===== src/rtl/tsw_pkg.sv =====
package tsw_pkg;
  localparam int OFS_W = 12;  // every tile is 2^12 bytes

  localparam logic [1:0] TIL_LIN  = 2'd0;
  localparam logic [1:0] TIL_WIDE = 2'd1;
  localparam logic [1:0] TIL_COL  = 2'd2;

  localparam logic [2:0] SWZ_NONE   = 3'd0;
  localparam logic [2:0] SWZ_B9     = 3'd1;
  localparam logic [2:0] SWZ_B9_10  = 3'd2;
  localparam logic [2:0] SWZ_B9_11  = 3'd3;
  localparam logic [2:0] SWZ_B9_ALL = 3'd4;

  localparam int GEO_N = 2;  // index 0 wide tile, index 1 column tile

  function automatic int geo_span_log2(input int g);
    return (g == 0) ? 9 : 7;
  endfunction

  function automatic int geo_rows_log2(input int g);
    return (g == 0) ? 3 : 5;
  endfunction

  function automatic int geo_col_log2(input int g);
    return (g == 0) ? 9 : 4;
  endfunction
endpackage


===== src/rtl/tsw_tile_map.sv =====
module tsw_tile_map
  import tsw_pkg::*;
#(
  parameter int X_W       = 16,
  parameter int Y_W       = 16,
  parameter int P_W       = 16,
  parameter int A_W       = 32,
  parameter int SPAN_LOG2 = 9,
  parameter int ROWS_LOG2 = 3,
  parameter int COL_LOG2  = 9
) (
  input  logic [X_W-1:0]   x,
  input  logic [Y_W-1:0]   y,
  input  logic [P_W-1:0]   pitch,
  output logic [OFS_W-1:0] ofs,
  output logic [A_W-1:0]   base
);
  logic [SPAN_LOG2-1:0] x_in;
  logic [ROWS_LOG2-1:0] row;
  logic [A_W-1:0]       h_idx;
  logic [A_W-1:0]       v_idx;
  logic [A_W-1:0]       row_stride;

  assign x_in       = x[SPAN_LOG2-1:0];
  assign row        = y[ROWS_LOG2-1:0];
  assign h_idx      = A_W'(x[X_W-1:SPAN_LOG2]);
  assign v_idx      = A_W'(y[Y_W-1:ROWS_LOG2]);
  assign row_stride = A_W'(pitch) << ROWS_LOG2;
  assign base       = (h_idx << OFS_W) + v_idx * row_stride;

  generate
    if (COL_LOG2 >= SPAN_LOG2) begin : g_rows
      // one column spans the full tile width: plain row-major tile
      assign ofs = OFS_W'({row, x_in});
    end else begin : g_cols
      // narrow columns stacked full-height, then walked left to right
      assign ofs = OFS_W'({x_in[SPAN_LOG2-1:COL_LOG2], row, x_in[COL_LOG2-1:0]});
    end
  endgenerate
endmodule


===== src/rtl/tsw_bit6.sv =====
module tsw_bit6
  import tsw_pkg::*;
(
  input  logic [OFS_W-1:0] ofs_in,
  input  logic [2:0]       mode,
  output logic [OFS_W-1:0] ofs_out,
  output logic             bad_mode
);
  logic flip;

  always_comb begin
    flip     = 1'b0;
    bad_mode = 1'b0;
    case (mode)
      SWZ_NONE:   flip = 1'b0;
      SWZ_B9:     flip = ofs_in[9];
      SWZ_B9_10:  flip = ofs_in[9] ^ ofs_in[10];
      SWZ_B9_11:  flip = ofs_in[9] ^ ofs_in[11];
      SWZ_B9_ALL: flip = ofs_in[9] ^ ofs_in[10] ^ ofs_in[11];
      default:    bad_mode = 1'b1;
    endcase
  end

  assign ofs_out = {ofs_in[OFS_W-1:7], ofs_in[6] ^ flip, ofs_in[5:0]};
endmodule


===== src/rtl/tsw_stage.sv =====
module tsw_stage #(
  parameter int W = 33
) (
  input  logic         clk,
  input  logic         rst,
  input  logic         s_valid,
  output logic         s_ready,
  input  logic [W-1:0] s_data,
  output logic         m_valid,
  input  logic         m_ready,
  output logic [W-1:0] m_data
);
  logic         vld_q;
  logic [W-1:0] dat_q;

  assign s_ready = !vld_q || m_ready;
  assign m_valid = vld_q;
  assign m_data  = dat_q;

  always_ff @(posedge clk) begin
    if (rst) begin
      vld_q <= 1'b0;
      dat_q <= '0;
    end else if (s_ready) begin
      vld_q <= s_valid;
      if (s_valid) dat_q <= s_data;
    end
  end
endmodule


===== src/rtl/tile_swizzler.sv =====
module tile_swizzler
  import tsw_pkg::*;
#(
  parameter int X_W = 16,
  parameter int Y_W = 16,
  parameter int P_W = 16,
  parameter int A_W = 32
) (
  input  logic           clk,
  input  logic           rst,
  input  logic           in_valid,
  output logic           in_ready,
  input  logic [X_W-1:0] in_x,
  input  logic [Y_W-1:0] in_y,
  input  logic [P_W-1:0] in_pitch,
  input  logic [1:0]     in_tiling,
  input  logic [2:0]     in_swz,
  output logic           out_valid,
  input  logic           out_ready,
  output logic [A_W-1:0] out_addr,
  output logic           out_err
);
  localparam int PAY_W = A_W + 1;

  logic [OFS_W-1:0] geo_ofs  [GEO_N];
  logic [A_W-1:0]   geo_base [GEO_N];

  generate
    for (genvar g = 0; g < GEO_N; g++) begin : g_geo
      tsw_tile_map #(
        .X_W      (X_W),
        .Y_W      (Y_W),
        .P_W      (P_W),
        .A_W      (A_W),
        .SPAN_LOG2(geo_span_log2(g)),
        .ROWS_LOG2(geo_rows_log2(g)),
        .COL_LOG2 (geo_col_log2(g))
      ) u_map (
        .x    (in_x),
        .y    (in_y),
        .pitch(in_pitch),
        .ofs  (geo_ofs[g]),
        .base (geo_base[g])
      );
    end
  endgenerate

  logic [OFS_W-1:0] sel_ofs;
  logic [A_W-1:0]   sel_base;
  logic [OFS_W-1:0] swz_ofs;
  logic             bad_mode;
  logic             bad;
  logic [A_W-1:0]   lin_addr;
  logic [A_W-1:0]   tile_addr;
  logic [A_W-1:0]   addr;

  always_comb begin
    sel_ofs  = (in_tiling == TIL_COL) ? geo_ofs[1]  : geo_ofs[0];
    sel_base = (in_tiling == TIL_COL) ? geo_base[1] : geo_base[0];
  end

  tsw_bit6 u_bit6 (
    .ofs_in  (sel_ofs),
    .mode    (in_swz),
    .ofs_out (swz_ofs),
    .bad_mode(bad_mode)
  );

  assign lin_addr  = A_W'(in_y) * A_W'(in_pitch) + A_W'(in_x);
  assign tile_addr = sel_base + A_W'(swz_ofs);
  assign bad       = bad_mode || (in_tiling == 2'd3);

  always_comb begin
    if (bad)                    addr = '0;
    else if (in_tiling == TIL_LIN) addr = lin_addr;
    else                        addr = tile_addr;
  end

  logic [PAY_W-1:0] pay_out;

  tsw_stage #(.W(PAY_W)) u_stage (
    .clk    (clk),
    .rst    (rst),
    .s_valid(in_valid),
    .s_ready(in_ready),
    .s_data ({bad, addr}),
    .m_valid(out_valid),
    .m_ready(out_ready),
    .m_data (pay_out)
  );

  assign out_err  = pay_out[A_W];
  assign out_addr = pay_out[A_W-1:0];
endmodule


===== config.mk =====
export PLATFORM = sky130hd
export DESIGN_NAME = tile_swizzler
export DESIGN_NICKNAME = d
export VERILOG_FILES = /design/src/rtl/tsw_pkg.sv /design/src/rtl/tsw_tile_map.sv /design/src/rtl/tsw_bit6.sv /design/src/rtl/tsw_stage.sv /design/src/rtl/tile_swizzler.sv
export SDC_FILE = /design/constraint.sdc
export NUM_CORES = 1
export LEC_CHECK = 0
export BUFFER_PORTS_ARGS = -buffer_cell sky130_fd_sc_hd__buf_4
export CAP_MARGIN = 20
export CORE_MARGIN = 2
export CORE_UTILIZATION = 50
export DETAILED_ROUTE_END_ITERATION = 10
export PLACE_DENSITY_LB_ADDON = 0.1
export REMOVE_ABC_BUFFERS = 1
export SYNTH_ARGS = -nofsm -noshare
export SYNTH_HDL_FRONTEND = slang
export SYNTH_SLANG_ARGS = --single-unit

===== constraint.sdc =====
create_clock -name clk -period 22.3 [get_ports clk]
set_input_delay 1.115 -clock clk [delete_from_list [all_inputs] [get_ports clk]]
set_output_delay 1.115 -clock clk [all_outputs]
set_load 0.01 [all_outputs]

==> results.yml <==
cells_and_area:
  syn2layout_area_growth_pct: 5.71
  layout.area.seq_sq_um: 681
  fillers: 4091
  antenna_cells: 0
  stdcell_area_sq_um: 22300
  multi_input_area_sq_um: 17800
  drive_gt1_share_pct: 4.99
  finalNetCount: 3243
timing:
  worst_slew_pin_slew_ps: 1040
  finalMaxSlewViolations: 0
  finalSetupViolations: 0
  grt_setup_unrepaired: "no"
  finClkSkew_ps: 5.71
  slew_headroom_pct: 30.5
  fmax_mhz: 114
  period_minus_slack_ps: 8810
  fin_tns_setup_ps: 0
  finalCritPeriodShare_pct: 39.5
  hold_viol_final: 0
  worst_slack_ps: 13490
die:
  rows: 75
  io_pins: 92
  initial_utilization_pct: 50.5
  die-area_sq_um: 43800
  core_area_sq_um: 41800
  die_x_um: 209
  die_h_um: 209
critical_path:
  slowest_stage: "a2111oi_0"
  crit_top_cell: "fa_1"
  worstSetupEndpointType: "register"
  arrival_ps: 8970
  worstPathRequired_ps: 22460
  crit_path_max_fanout: 16
  cpPeakStageDelay_ps: 630
  path_class: "primary input to register"
  start_kind: "primary input"
route:
  wl_um: 60300
  vias_per_cell: 5.55
  drc: 0
  drtIter0Drc: 1100
  vias: 17200
  wl_per_cell_um: 19.4
  antenna_left: 0
  drtPass1Iterations: 6
global_routing:
  overflow: 0
  antenna_found_initial: 0
  grt_pass1_wl_um: 98800
  grt_max_degree: 41
  grt_pass1_vias: 18600
  grt_usage_pct: 28.9
logic_synthesis:
  seq_area_frac_synth_pct: 3.23
  synth-seq-cells: 34
  synth.avg_cell_area_sq_um: 8.29
  yosysWarnings: 0
  synth_ff_type: "dfxtp_1"
  synthDistinctLibCells: 83
  async_flop_share_pct: 0
  syn-cell-area_sq_um: 21100
  synth-edff-count: 0
  postSynthCellCount: 2543
clock_tree:
  cts_tree: "done"
  htree_num_levels: 2
  post_cts_resized: 0
  numClockSinks: 34
  cts_buffers: 5
  clock_latency_ps: 280
  path_clk_slew_ps: 60
  cts_buffer_depth: 2
  cts_root_buf: "clkbuf_16"
  hold_buffers: 0
  postCtsSetupBuffers: 0
placed_design:
  hpwl_um: 53700
  gp_congestion: 0.929
  place_ws_ps: 13240
  numPortBuffers: 91
  placed_area_sq_um: 22200
hold_path:
  hp-class: "register to register"
outcome:
  run_status: "completed"
job:
  cap_violations: 0
[state kept, by name, indices dropped and copies added, names as in the netlist]
signal	cells
u_stage.m_valid	1
u_stage.m_data	33
[metal layers]
metal	vias up	track usage (%)	wire length (um)
met1	8556	35.0	23900
met4	0	15.3	3990
met5	-	0	0
met3	137	2.95	2670
met2	480	50.9	29700
li1	8067	-	-
[through the flow]
| stage | util [%] | instances | hold slack [ps] |
|---|---|---|---|
| final | 53.4 | 3106 | 459 |
| after global routing | 53.4 | 3106 | 480 |
| after global placement | 53.0 | 3099 | 448 |
| after floorplan | - | 2467 | 470 |
| after CTS | 53.4 | 3106 | 462 |
| after detailed placement | 53.0 | 3099 | 454 |
[kinds of logic after synthesis]
| logic type | after synthesis | synth area share [%] |
|---|---|---|
| flops | 34 | 3.23 |
| fa+ha+maj | 619 | 50.4 |
| simple gates | 641 | 15.2 |
| mux | 14 | 0.671 |
| buf+inv | 696 | 12.5 |
| xor+xnor | 113 | 4.70 |
| compound gates | 426 | 13.3 |
[worst paths after layout]
kind	start	to	cells past startpoint	slack (ps)
min reg2reg	u_stage.m_data[22]	u_stage.m_data[22]	2	460
max	in_y[9]	u_stage.m_data[28]	29	13490
max reg2reg	u_stage.m_valid	u_stage.m_data[29]	6	20140
min	u_stage.m_data[22]	u_stage.m_data[22]	2	460
[cell usage after synthesis (10+ instances only)]
| master | number | area share, % |
|---|---|---|
| a211oi_1 | 16 | 0.57 |
| a21o_1 | 48 | 1.7 |
| a21oi_1 | 122 | 2.9 |
| a22oi_1 | 16 | 0.57 |
| a31oi_1 | 10 | 0.30 |
| and2_1 | 122 | 3.6 |
| and3_1 | 11 | 0.33 |
| clkbuf_1 | 67 | 1.2 |
| dfxtp_1 | 34 | 3.2 |
| fa_1 | 383 | 36 |
| ha_1 | 236 | 14 |
| inv_1 | 620 | 11 |
| mux2i_1 | 13 | 0.62 |
| nand2_1 | 265 | 4.7 |
| nand2b_1 | 16 | 0.47 |
| nand3_1 | 30 | 0.71 |
| nor2_1 | 90 | 1.6 |
| nor2b_1 | 11 | 0.33 |
| nor3_1 | 33 | 0.78 |
| o211ai_1 | 19 | 0.68 |
| o21a_1 | 14 | 0.50 |
| o21ai_0 | 75 | 1.8 |
| o21bai_1 | 14 | 0.50 |
| xnor2_1 | 72 | 3.0 |
| xor2_1 | 41 | 1.7 |
[area by class of cell]
type | count | area share (%)
clock buffers | 7 | 0.595
flip-flops and latches | 34 | 3.05
multi-input cells | 1813 | 79.7
inverters | 620 | 10.4
repair buffers | 93 | 3.13
well taps | 539 | 3.03
[cell usage in the layout (no fill, tap or decap), types with 33 or more instances in the layout]
master   instances
inv_1          620
fa_1           383
nand2_1        265
ha_1           236
and2_1         122
a21oi_1        122
buf_4           93
nor2_1          89
o21ai_0         75
xnor2_1         72
a21o_1          48
xor2_1          41
dfxtp_1         34
nor3_1          33
[critical path, delay by kind of cell]
kind	cells	cell delay, ps
compound gates	12	2800
xor+xnor	2	310
simple gates	4	1040
buf+inv	4	400
fa+ha+maj	7	3280
Power is left out: the tool's default activity adds up to more than one toggle a clock period on the data nets, which glitch-free logic cannot reach.
